$ cat config.mk
export PLATFORM = sky130hd
export DESIGN_NAME = led_gpio_mux
export DESIGN_NICKNAME = d
export VERILOG_FILES = /design/src/rtl/ledGpioPkg.sv /design/src/rtl/led_gpio_ctrl.sv /design/src/rtl/led_gpio_datapath.sv /design/src/rtl/led_gpio_mux.sv
export SDC_FILE = /design/constraint.sdc
export NUM_CORES = 1
export LEC_CHECK = 0
export BUFFER_PORTS_ARGS = -buffer_cell sky130_fd_sc_hd__clkbuf_2
export CAP_MARGIN = 25
export CORE_MARGIN = 2
export CORE_UTILIZATION = 48
export DETAILED_ROUTE_END_ITERATION = 7
export GPL_TIMING_DRIVEN = 0
export PLACE_DENSITY = 0.8
export SKIP_LAST_GASP = 1
export SYNTH_ARGS = -nofsm -noshare
export SYNTH_HDL_FRONTEND = slang
export SYNTH_SLANG_ARGS = --single-unit
$ cat constraint.sdc
create_clock -name clk -period 1.6 [get_ports clk]
set_input_delay 0.08 -clock clk [delete_from_list [all_inputs] [get_ports clk]]
set_output_delay 0.08 -clock clk [all_outputs]
set_load 0.1 [all_outputs]
$ cat src/rtl/ledGpioPkg.sv
package ledGpioPkg;

  localparam int PIN_COUNT  = 3;
  localparam int PIN_SPEED  = 0;
  localparam int PIN_LINK   = 1;
  localparam int PIN_DUPLEX = 2;

  typedef enum logic [1:0] {
    BLINK_DOWN,
    BLINK_SOLID,
    BLINK_DARK,
    BLINK_HOLD
  } blinkState_t;

  // lamp requests from control to datapath, 1 = lamp lit
  typedef struct packed {
    logic duplexLit;
    logic linkLit;
    logic speedLit;
  } ledReq_t;

endpackage

$ cat src/rtl/led_gpio_ctrl.sv
module led_gpio_ctrl
  import ledGpioPkg::*;
#(
  parameter int BLINK_CYCLES = 2000000
) (
  input  logic    clk,
  input  logic    rstN,
  input  logic    linkUp,
  input  logic    speed100,
  input  logic    autoNegBusy,
  input  logic    fullDuplex,
  input  logic    txPulse,
  input  logic    rxPulse,
  output ledReq_t ledReq
);

  localparam int CW = (BLINK_CYCLES > 1) ? $clog2(BLINK_CYCLES) : 1;
  localparam logic [CW-1:0] LAST = CW'(BLINK_CYCLES - 1);

  blinkState_t state, nextState;
  logic [CW-1:0] cnt, nextCnt;
  logic pending, nextPending;
  logic activity;

  assign activity = txPulse | rxPulse;

  always_comb begin
    nextState   = state;
    nextCnt     = cnt;
    nextPending = pending;
    unique case (state)
      BLINK_DOWN: begin
        nextPending = 1'b0;
        nextCnt     = '0;
        if (linkUp) nextState = BLINK_SOLID;
      end
      BLINK_SOLID: begin
        if (activity) begin
          nextState = BLINK_DARK;
          nextCnt   = '0;
        end
      end
      BLINK_DARK: begin
        if (activity) nextPending = 1'b1;
        if (cnt == LAST) begin
          nextState = BLINK_HOLD;
          nextCnt   = '0;
        end else begin
          nextCnt = cnt + 1'b1;
        end
      end
      BLINK_HOLD: begin
        if (cnt == LAST) begin
          nextCnt = '0;
          if (pending || activity) begin
            nextState   = BLINK_DARK;
            nextPending = 1'b0;
          end else begin
            nextState = BLINK_SOLID;
          end
        end else begin
          nextCnt = cnt + 1'b1;
          if (activity) nextPending = 1'b1;
        end
      end
      default: nextState = BLINK_DOWN;
    endcase
    if (!linkUp) begin
      nextState   = BLINK_DOWN;
      nextCnt     = '0;
      nextPending = 1'b0;
    end
  end

  always_ff @(posedge clk) begin
    if (!rstN) begin
      state   <= BLINK_DOWN;
      cnt     <= '0;
      pending <= 1'b0;
    end else begin
      state   <= nextState;
      cnt     <= nextCnt;
      pending <= nextPending;
    end
  end

  always_comb begin
    ledReq.speedLit  = !linkUp || speed100 || autoNegBusy;
    ledReq.linkLit   = linkUp && (state != BLINK_DARK);
    ledReq.duplexLit = linkUp && fullDuplex;
  end

  // a lost link always lands in the idle state
  assert_drop_resets_R10: assert property (@(posedge clk) disable iff (!rstN)
    !linkUp |=> state == BLINK_DOWN);

  // a dark period ends into the hold, never earlier
  assert_dark_len_R7: assert property (@(posedge clk) disable iff (!rstN)
    (state == BLINK_DARK && cnt != LAST && linkUp) |=> state == BLINK_DARK);

  // the hold cannot be cut short by traffic
  assert_hold_guard_R8: assert property (@(posedge clk) disable iff (!rstN)
    (state == BLINK_HOLD && cnt != LAST && linkUp) |=> state == BLINK_HOLD);

  // the period counter stays in range
  assert_cnt_range_R7: assert property (@(posedge clk) disable iff (!rstN)
    cnt <= LAST);

endmodule

$ cat src/rtl/led_gpio_datapath.sv
module led_gpio_datapath
  import ledGpioPkg::*;
#(
  parameter int SYNC_STAGES = 2
) (
  input  logic                 clk,
  input  logic                 rstN,
  input  logic [PIN_COUNT-1:0] cfgDir,
  input  logic [PIN_COUNT-1:0] cfgOpenDrain,
  input  logic [PIN_COUNT-1:0] cfgLedEn,
  input  logic [PIN_COUNT-1:0] gpoData,
  input  ledReq_t              ledReq,
  input  logic [PIN_COUNT-1:0] padIn,
  output logic [PIN_COUNT-1:0] padOut,
  output logic [PIN_COUNT-1:0] padOe,
  output logic [PIN_COUNT-1:0] gpiData
);

  logic [PIN_COUNT-1:0] ledLit;

  always_comb begin
    ledLit             = '0;
    ledLit[PIN_SPEED]  = ledReq.speedLit;
    ledLit[PIN_LINK]   = ledReq.linkLit;
    ledLit[PIN_DUPLEX] = ledReq.duplexLit;
  end

  for (genvar g = 0; g < PIN_COUNT; g++) begin : gPin
    always_ff @(posedge clk) begin
      if (!rstN) begin
        padOut[g] <= 1'b0;
        padOe[g]  <= 1'b0;
      end else if (cfgLedEn[g]) begin
        padOut[g] <= 1'b0;
        padOe[g]  <= ledLit[g];
      end else if (!cfgDir[g]) begin
        padOut[g] <= 1'b0;
        padOe[g]  <= 1'b0;
      end else if (cfgOpenDrain[g]) begin
        padOut[g] <= 1'b0;
        padOe[g]  <= !gpoData[g];
      end else begin
        padOut[g] <= gpoData[g];
        padOe[g]  <= 1'b1;
      end
    end

    // a lamp pin never drives high
    assert_lamp_never_high_R4: assert property (@(posedge clk) disable iff (!rstN)
      cfgLedEn[g] |=> !(padOe[g] && padOut[g]));

    // an input pin never enables its driver
    assert_input_floats_R3: assert property (@(posedge clk) disable iff (!rstN)
      (!cfgLedEn[g] && !cfgDir[g]) |=> !padOe[g]);

    // open-drain GPIO never drives high
    assert_od_never_high_R2: assert property (@(posedge clk) disable iff (!rstN)
      (!cfgLedEn[g] && cfgDir[g] && cfgOpenDrain[g]) |=> !(padOe[g] && padOut[g]));
  end

  logic [PIN_COUNT-1:0] syncChain [SYNC_STAGES];

  for (genvar s = 0; s < SYNC_STAGES; s++) begin : gSync
    always_ff @(posedge clk) begin
      if (!rstN) syncChain[s] <= '0;
      else if (s == 0) syncChain[s] <= padIn;
      else syncChain[s] <= syncChain[(s == 0) ? 0 : s - 1];
    end
  end

  assign gpiData = syncChain[SYNC_STAGES-1];

endmodule

$ cat src/rtl/led_gpio_mux.sv
module led_gpio_mux
  import ledGpioPkg::*;
#(
  parameter int BLINK_CYCLES = 2000000,
  parameter int SYNC_STAGES  = 2
) (
  input  logic       clk,
  input  logic       rstN,
  input  logic [2:0] cfgDir,
  input  logic [2:0] cfgOpenDrain,
  input  logic [2:0] cfgLedEn,
  input  logic [2:0] gpoData,
  input  logic       linkUp,
  input  logic       speed100,
  input  logic       autoNegBusy,
  input  logic       fullDuplex,
  input  logic       txPulse,
  input  logic       rxPulse,
  input  logic [2:0] padIn,
  output logic [2:0] padOut,
  output logic [2:0] padOe,
  output logic [2:0] gpiData
);

  ledReq_t ledReq;

  led_gpio_ctrl #(.BLINK_CYCLES(BLINK_CYCLES)) ctrl (
    .clk(clk), .rstN(rstN), .linkUp(linkUp), .speed100(speed100),
    .autoNegBusy(autoNegBusy), .fullDuplex(fullDuplex),
    .txPulse(txPulse), .rxPulse(rxPulse), .ledReq(ledReq)
  );

  led_gpio_datapath #(.SYNC_STAGES(SYNC_STAGES)) datapath (
    .clk(clk), .rstN(rstN), .cfgDir(cfgDir), .cfgOpenDrain(cfgOpenDrain),
    .cfgLedEn(cfgLedEn), .gpoData(gpoData), .ledReq(ledReq),
    .padIn(padIn), .padOut(padOut), .padOe(padOe), .gpiData(gpiData)
  );

endmodule

==> results.toml, run 1 <==
[sta]
finalHoldViolCount = 0
period_share_pct = 115.1
worst_slew_pin_slew_ns = 0.5471
fmax_mhz = 543.1
finalClockSkew_ns = 0.007121
fin_ws_ns = -0.2411
setup_viol = 23
fin_crit_ns = 1.841
slew_headroom_pct = 63.68
setup_tns_ns = -3.493
grt_setup_unrepaired = "yes"
finalMaxSlewViolations = 0

[detailed_routing]
ant_nets = 0
drcViolationCount = 0
routedWlPerCell_um = 14.50
first_pass_iters = 4
drt_wl_total_um = 4233
vias_per_cell = 5.517
vias = 1611
drt_iter0_drc = 106

[layout]
num_antenna_cells = 0
most-common-layout-cells = "clkbuf_2 (31), dfxtp_1 (26), nor2_1 (25)"
finalInstanceArea_um2 = 2180
drive_above_1_share_pct = 32.11
area_growth_pct = 32.88
fin_nets = 270
final_common_cell = "clkbuf_2"

[power_and_ir_drop]
p_clk_share_pct = 33.4
net-switching-power_mw = 0.4296
p_comb_share_pct = 10.8
seq_power_share_pct = 55.8
vdd_drop_max_mv = 0.5024
p_per_area_nw_per_um2 = 755.2
power_leakage_nw = 0.8285
power.internal_mw = 1.216
switching_share_pct = 26.10

[clock_tree]
cts_tree = "built"
clk_latency_ns = 0.34
clk_pin_slew_ns = 0.11
numClockSinks = 36
cts_root_buf = "clkbuf_4"
cts_buffers = 5
ctsLongestPathBuffers = 2
htreeDepth = 2

[worst_hold_path]
hp-class = "input pin to register"
hold_start = "cfgDir[1]"

[setup_path]
critPathLaunch = "ctrl.cnt[1]"
crit_arrival_ns = 2.12
critPathBufInv = 2
r2r-start = "ctrl.cnt[1]"
cpPeakStageDelay_ns = 0.46
cpMostUsedCell = "buf_4"
worst-setup-path-type = "register to register"
critPathTopFamily = "compound AO/OA/AOI/OAI gates"
cpMaxStageDelayCell = "a211oi_4"
critical_path.cell_chain = "ha_4 > nand4_1 > nor4_4 > buf_4 > a211oi_4 > buf_4 > nand2b_1 > a31oi_1"
end_kind = "register"
cp_max_fo = 8
startpoint_type = "register"
crit_required_ns = 1.88

[synth]
async_flop_share_pct = 0
post_synth_instance_area_um2 = 1640
ys.flop_type = "dfxtp_1"
ys_ff_latch = 36
synth_edf_count = 0
yosysUniqueCellTypes = 42
synthCells = 191
avgSynthCellArea_um2 = 8.588
syn_nets = 215
ys_warn_count = 0
synth-seq-area-share_pct = 43.94

[floorplan]
std_cell_rows = 21
die_h_um = 62.46
die_x_um = 62.46
io_pins = 32
start_util_pct = 49.55
core_area_um2 = 3311
design.die.area_um2 = 3901

[global_route]
grt-ovfl-total = 0
antenna_found_initial = 0
grt_util_all_layers_pct = 22.36
grt_pass1_vias = 1489
grt_pass1_wl_um = 6851
grt_max_degree = 11

[placed_design]
dpl_worst_slack_ns = -0.4012
port_buffers = 31
dp_hpwl_um = 2458
placedInstanceArea_um2 = 1866
gp_congestion = 0.8112

[outcome]
status = "complete, but fails checks"
violations = "negative setup slack"

[run]
max_cap_violations = 0
==> Yosys cell counts (all sizes together) (2+ instances only) <==
cell,instances,share of area (%)
and2,8,3.1
nor2,27,6.3
inv,6,1.4
nand2,20,4.6
a211oi,2,1.7
nor4b,3,2.0
nor3,3,0.92
xnor2,9,4.8
a31oi,6,2.3
nand3,10,3.4
and3,3,1.2
and4,4,2.1
nand2b,2,0.76
dfxtp,36,44
o21ai,8,2.4
nor4,6,3.2
clkbuf,3,0.69
nand4,5,1.9
a21oi,11,3.4
o211ai,2,0.92
a22o,2,1.1
==> final timing paths <==
path	slack, ns	to	cells past startpoint
worst min register to register	0.45	datapath.syncChain[1][2]	1
worst max register to register	-0.24	ctrl.cnt[2]	8
worst min-delay path	0.004	datapath.padOut[1]	2
worst max-delay path	-0.24	ctrl.cnt[2]	8
==> cells by family after synthesis <==
family | after synthesis | synth area share [%]
flip-flops | 36 | 43.94
XOR/XNOR | 10 | 5.340
adder cells (fa/ha/maj) | 1 | 0.7627
multiplexers | 1 | 0.6102
AND/OR/NAND/NOR | 96 | 32.26
AO/OA/AOI/OAI | 37 | 14.72
buffers and inverters | 10 | 2.364
==> registers in the layout, summed over array words and instances, names as in the netlist <==
name / flops
datapath.padOut: 3
datapath.syncChain: 6
ctrl.cnt: 21
datapath.padOe: 3
ctrl.pending: 1
ctrl.state: 2
==> power by group through the flow <==
| stage | clock network, mW | logic [mW] | registers [mW] |
|---|---|---|---|
| after floorplan | 0 | 0.0416 | 1.00 |
| after global placement | 0 | 0.159 | 0.935 |
| after detailed placement | 0 | 0.161 | 0.936 |
| after CTS | 0.548 | 0.173 | 0.920 |
| after global routing | 0.593 | 0.190 | 0.921 |
| final | 0.550 | 0.178 | 0.919 |
==> per-layer routing <==
layer | part of all wire (%) | track usage (%) | vias to the layer above
li1 | - | - | 794
met1 | 42 | 27.13 | 758
met2 | 51 | 38.17 | 48
met3 | 4.6 | 4.324 | 11
met4 | 2.1 | 10.28 | 0
met5 | 0 | 0 | -
==> cell type report <==
cell class | instances | area, µm²
buffer | 2 | 15.01
clock buffer | 7 | 65.06
fill | 271 | 1131
inverter | 6 | 22.52
multi-input combinational | 145 | 964.7
sequential | 36 | 735.7
tap | 46 | 57.56
timing repair buffer | 50 | 319.1
==> stage by stage <==
stage	hold slack, ns	power (mW)	util [%]	cells
after floorplan	0.2073	1.044	-	191
after global placement	0.2850	1.094	56.35	268
after CTS	0.004554	1.641	65.12	291
after global routing	0.002124	1.704	65.84	292
final	0.004436	1.646	65.84	292
after detailed placement	0.2921	1.097	56.35	268
==> what timing repair did <==
item / CTS / global route
resized for setup: 21 / 6
buffers inserted: 11 / 1
hold buffers: 7 / 0
setup endpoints to repair: 24 / 24
pin swaps: 16 / 6
endpoints found under the hold margin: 5 / 0
cloned: 1 / 0
(Power assumes the default switching activity.)
==> run 2: changes to the inputs <==
--- a/config.mk
+++ b/config.mk
@@ -5,10 +5,11 @@
 export SDC_FILE = /design/constraint.sdc
 export NUM_CORES = 1
 export LEC_CHECK = 0
+export ABC_AREA = 1
 export BUFFER_PORTS_ARGS = -buffer_cell sky130_fd_sc_hd__clkbuf_2
 export CAP_MARGIN = 25
 export CORE_MARGIN = 2
-export CORE_UTILIZATION = 48
+export CORE_UTILIZATION = 49
 export DETAILED_ROUTE_END_ITERATION = 7
 export GPL_TIMING_DRIVEN = 0
 export PLACE_DENSITY = 0.8
==> results.toml, run 2 <==
[sta]
finalHoldViolCount = 0
period_share_pct = 93.36
setup_viol = 0
fin_crit_ns = 1.494
grt_setup_unrepaired = "no"
finalClockSkew_ns = 0.006425
finalMaxSlewViolations = 0
fmax_mhz = 669.5
setup_tns_ns = 0
slew_headroom_pct = 62.70
worst_slew_pin_slew_ns = 0.5619

[clock_tree]
cts_buffers = 5
clk_latency_ns = 0.30
ctsLongestPathBuffers = 2
cts_root_buf = "clkbuf_8"
clk_pin_slew_ns = 0.07
cts_setup_buffers = 0
htreeDepth = 2
numClockSinks = 36
cts_tree = "built"

[layout]
area_growth_pct = 23.00
top_regs = "ctrl.cnt (21), datapath.syncChain (6)"
most-common-layout-cells = "nand2_1 (56), inv_1 (42), dfxtp_1 (34)"
fin_nets = 332
drive_above_1_share_pct = 21.36
final_common_cell = "nand2_1"
num_antenna_cells = 0
fin_cells = 357
largest_reg_flops = 21
largest_register = "ctrl.cnt"

[detailed_routing]
drt_iter0_drc = 65
first_pass_iters = 6
routedWlPerCell_um = 11.29
ant_nets = 0
drcViolationCount = 0
drt_wl_total_um = 4030
vias_per_cell = 4.871
vias = 1739

[setup_path]
startpoint_type = "register"
worst-setup-path-type = "register to register"
cp_max_fo = 6
crit_required_ns = 1.79
end_kind = "register"
crit_arrival_ns = 1.68
r2r_cells = 9

[placed_design]
dp_hpwl_um = 2840
gp_congestion = 0.8596
dp_cells = 341
port_buffers = 30

[synth]
ys.flop_type = "dfxtp_1"
async_flop_share_pct = 0
post_synth_instance_area_um2 = 1817
syn_nets = 287
synth_top_area_share_pct = 39.67
synthTopCellsByArea = "dfxtp_1 (40%), nand2_1 (12%), inv_1 (8.7%)"
synth-seq-area-share_pct = 39.67
ys_warn_count = 0
synth_edf_count = 0
synth.most_common_cell = "nand2_1"
yosysUniqueCellTypes = 29
yosysTopAreaCell = "dfxtp_1"
avgSynthCellArea_um2 = 6.908
synthCells = 263
ys_ff_latch = 36
synthTopCellsByCount = "nand2_1 (57), inv_1 (42), dfxtp_1 (36)"

[power_and_ir_drop]
switching_share_pct = 27.09
p_per_area_nw_per_um2 = 809.8
p_clk_share_pct = 38.9
power_leakage_nw = 0.9380
net-switching-power_mw = 0.4902
power.internal_mw = 1.319
p_comb_share_pct = 10.2
vdd_drop_max_mv = 0.5534
seq_power_share_pct = 50.9

[floorplan]
start_util_pct = 50.38
io_pins = 32
die_h_um = 64.89
design.die.area_um2 = 4211
std_cell_rows = 22
core_area_um2 = 3606
die_x_um = 64.89

[worst_hold_path]
min_path_cells = 2
hp-class = "input pin to register"

[global_route]
grt_pass1_wl_um = 6906
grt-ovfl-total = 0
grt_max_degree = 13
grt_util_all_layers_pct = 21.32
antenna_found_initial = 0
grt_pass1_vias = 1647

[outcome]
status = "finished, final reports clean"

[run]
max_cap_violations = 0
[run 2: cell count changes in the layout (fill, tap and decap cells not counted), moves of 6 or more]
cell / change
nand2_1: +37
inv_1: +36
nand3_1: +16
buf_4: -11
and2_1: -8
dfxtp_1: +8
dfxtp_2: -8
nor2_1: +8
xnor2_1: -8
a31oi_1: -6
nor3_1: +6
[run 2: kinds of logic (layout without fill, tap and decap cells)]
family,Yosys count,count (layout),share of synthesized area [%]
DFF,36,36,39.67
AOI/OAI and AO/OA,23,23,7.162
and+or+nand+nor,149,149,38.77
buffers and inverters,48,94,10.81
xor gates and xnor gates,6,6,2.893
adders and majority gates,1,1,0.6886
[run 2: routing by layer]
layer	track usage [%]	vias to the layer above	routed length (µm)
li1	-	925	-
met1	24.65	783	1819
met2	38.14	24	2006
met3	4.688	7	144
met4	7.979	0	59
met5	0	-	0
[run 2: cell type report]
cell class | count | area (µm²)
timing repair buffer | 38 | 231.5
clock inverter | 2 | 13.76
tap | 48 | 60.06
buffer | 3 | 27.53
inverter | 45 | 168.9
multi-input combinational | 179 | 924.6
clock buffer | 6 | 82.58
fill | 312 | 1371
sequential | 36 | 725.7
[run 2: timing repair]
action                     CTS  global route
setup endpoints to repair   10            11
hold buffers                 7             0
gates cloned                 1             0
hold endpoints to repair     5             0
gates resized for setup      4             7
[run 2: critical path: stages, from the launching register on]
cell,delay [ns]
dfxtp_4,0.38
ha_4,0.15
nand3_4,0.11
nor2_1,0.13
nand3_1,0.11
nand2_2,0.10
nand2_2,0.11
nand2_4,0.12
buf_6,0.14
nor3_2,0.04
[run 2: worst paths after layout]
kind,from,to,slack [ns]
max reg2reg,ctrl.cnt[0],ctrl.cnt[6],0.11
max,ctrl.cnt[0],ctrl.cnt[6],0.11
min reg2reg,datapath.syncChain[0][1],datapath.syncChain[1][1],0.42
min,cfgLedEn[0],datapath.padOe[0],0.009
[run 2: power groups by stage]
stage                     clock network (mW)  logic (mW)  registers (mW)
after detailed placement                   0       0.169           0.942
after CTS                              0.714       0.182           0.921
final                                  0.704       0.185           0.920
after global placement                     0       0.167           0.942
after global routing                   0.748       0.200           0.922
after floorplan                            0      0.0514            1.01
[run 2: through the flow]
step	hold slack (ns)	setup WS (ns)	instance area, µm²	total power [mW]	utilization [%]
finish	0.009174	0.1063	2235	1.810	61.97
global route	0.01292	0.008931	2235	1.870	61.97
CTS	0.01314	0.003069	2208	1.818	61.24
detailed placement	0.2627	-0.05419	2027	1.111	56.21
global placement	0.2604	-0.02797	2027	1.108	56.21
floorplan	0.1557	0.1941	1817	1.059	-
==> run 3: changes to the inputs <==
--- a/config.mk
+++ b/config.mk
@@ -8,8 +8,10 @@
 export ABC_AREA = 1
 export BUFFER_PORTS_ARGS = -buffer_cell sky130_fd_sc_hd__clkbuf_2
 export CAP_MARGIN = 25
+export CELL_PAD_IN_SITES_DETAIL_PLACEMENT = 1
+export CELL_PAD_IN_SITES_GLOBAL_PLACEMENT = 2
 export CORE_MARGIN = 2
-export CORE_UTILIZATION = 49
+export CORE_UTILIZATION = 27
 export DETAILED_ROUTE_END_ITERATION = 7
 export GPL_TIMING_DRIVEN = 0
 export PLACE_DENSITY = 0.8
==> results.toml, run 3 (synthesized netlist as in run 2, its figures left out) <==
[outcome]
status = "finished, final reports clean"

[detailed_routing]
routedWlPerCell_um = 11.96
drt_wl_total_um = 4604
first_pass_iters = 4
drcViolationCount = 0
ant_nets = 0
vias = 1746
vias_per_cell = 4.535
drt_iter0_drc = 72

[floorplan]
core_area_um2 = 6422
std_cell_rows = 29
die_x_um = 86.03
die_h_um = 86.03
design.die.area_um2 = 7401
io_pins = 32
start_util_pct = 28.29

[setup_path]
cpPeakStageDelay_ns = 0.38
startpoint_type = "register"
critPathBufInv = 0
cpMaxStageDelayCell = "dfxtp_2"
crit_required_ns = 1.78
critical_path.cell_chain = "ha_4 > nand3_4 > nor2_1 > nand3_1 > nand2_2 > nand2_4 > nand2_8 > nor2_1"
crit_arrival_ns = 1.61
cpMostUsedCell = "nor2_1"
worst-setup-path-type = "register to register"
end_kind = "register"
critPathTopFamily = "simple AND/OR/NAND/NOR gates"
cp_max_fo = 14

[global_route]
grt-ovfl-total = 0
grt_util_all_layers_pct = 14.11
grt_max_degree = 15
grt_pass1_vias = 1809
antenna_found_initial = 0
grt_pass1_wl_um = 8335

[clock_tree]
cts_root_buf = "clkbuf_8"
clk_latency_ns = 0.29
cts_tree = "built"
numClockSinks = 36
ctsLongestPathBuffers = 2
clk_pin_slew_ns = 0.08
htreeDepth = 2
cts_buffers = 5

[sta]
finalMaxSlewViolations = 0
finalHoldViolCount = 0
period_share_pct = 89.29
fin_crit_ns = 1.429
worst_slew_pin_slew_ns = 0.5512
setup_tns_ns = 0
grt_setup_unrepaired = "yes"
finalClockSkew_ns = 0.006952
setup_viol = 0
fmax_mhz = 700.0
slew_headroom_pct = 63.41

[placed_design]
gp_congestion = 0.7528
dp_hpwl_um = 3635
port_buffers = 30
placedInstanceArea_um2 = 2063

[layout]
most-common-layout-cells = "nand2_1 (56), inv_1 (42), nor2_1 (32)"
finalInstanceArea_um2 = 2288
drive_above_1_share_pct = 22.40
post-route-util_pct = 35.63
fin_nets = 331
largest_register = "ctrl.cnt"
top_regs = "ctrl.cnt (21), datapath.syncChain (6)"
num_antenna_cells = 0
area_growth_pct = 25.96
largest_reg_flops = 21
final_common_cell = "nand2_1"

[power_and_ir_drop]
power_leakage_nw = 0.9250
p_per_area_nw_per_um2 = 841.4
vdd_drop_max_mv = 0.4499
finalPower_mw = 1.926

[run]
max_cap_violations = 0

[worst_hold_path]
hp-class = "input pin to register"
-- run 3: area by class of cell --
class | count | area (µm²)
Buffer | 2 | 16.27
Clock buffer | 5 | 68.82
Clock inverter | 3 | 42.54
Fill cell | 832 | 4134
Inverter | 45 | 168.9
Multi-Input combinational cell | 179 | 940.9
Sequential cell | 36 | 726.9
Tap cell | 77 | 96.34
Timing Repair Buffer | 38 | 227.7
-- run 3: power by group --
group / switching, mW / leakage (nW) / internal [mW]
logic: 0.131 / 0.576 / 0.0568
registers: 0.00996 / 0.295 / 0.913
clock network: 0.354 / 0.0541 / 0.462
total: 0.495 / 0.925 / 1.43
-- run 3: what timing repair did --
item | in CTS | in global routing
hold buffers | 7 | 0
gates resized for setup | 5 | 10
setup endpoints to repair | 12 | 16
buffers inserted | 0 | 1
hold endpoints to repair | 5 | 0
-- run 3: path summary, 6_finish.rpt --
kind	slack, ns	end	from	cells past startpoint
worst min register to register	0.42	datapath.syncChain[1][2]	datapath.syncChain[0][2]	2
worst min-delay path	0.03	datapath.padOut[1]	gpoData[1]	3
worst max register to register	0.17	ctrl.cnt[4]	ctrl.cnt[0]	8
worst max-delay path	0.17	ctrl.cnt[4]	ctrl.cnt[0]	8
-- run 3: through the flow --
stage	cells	hold WS, ns	worst slack [ns]
global route	385	0.02368	-0.01399
finish	385	0.02781	0.1713
detailed placement	370	0.2666	-0.1345
global placement	370	0.2631	-0.09567
floorplan	263	0.1557	0.1941
CTS	384	0.008033	0.05581
-- run 3: tightest hold or removal path, delay by kind of cell --
| family | cells | cell delay [ns] |
|---|---|---|
| and+or+nand+nor | 2 | 0.11 |
| buffers and inverters | 1 | 0.09 |
-- run 3: metal layers --
layer / up-vias / global-route usage (%) / routed length [µm]
li1: 920 / - / -
met4: 0 / 3.608 / 23
met3: 2 / 4.042 / 194
met1: 790 / 18.54 / 2330
met2: 34 / 22.69 / 2055
met5: - / 0 / 0
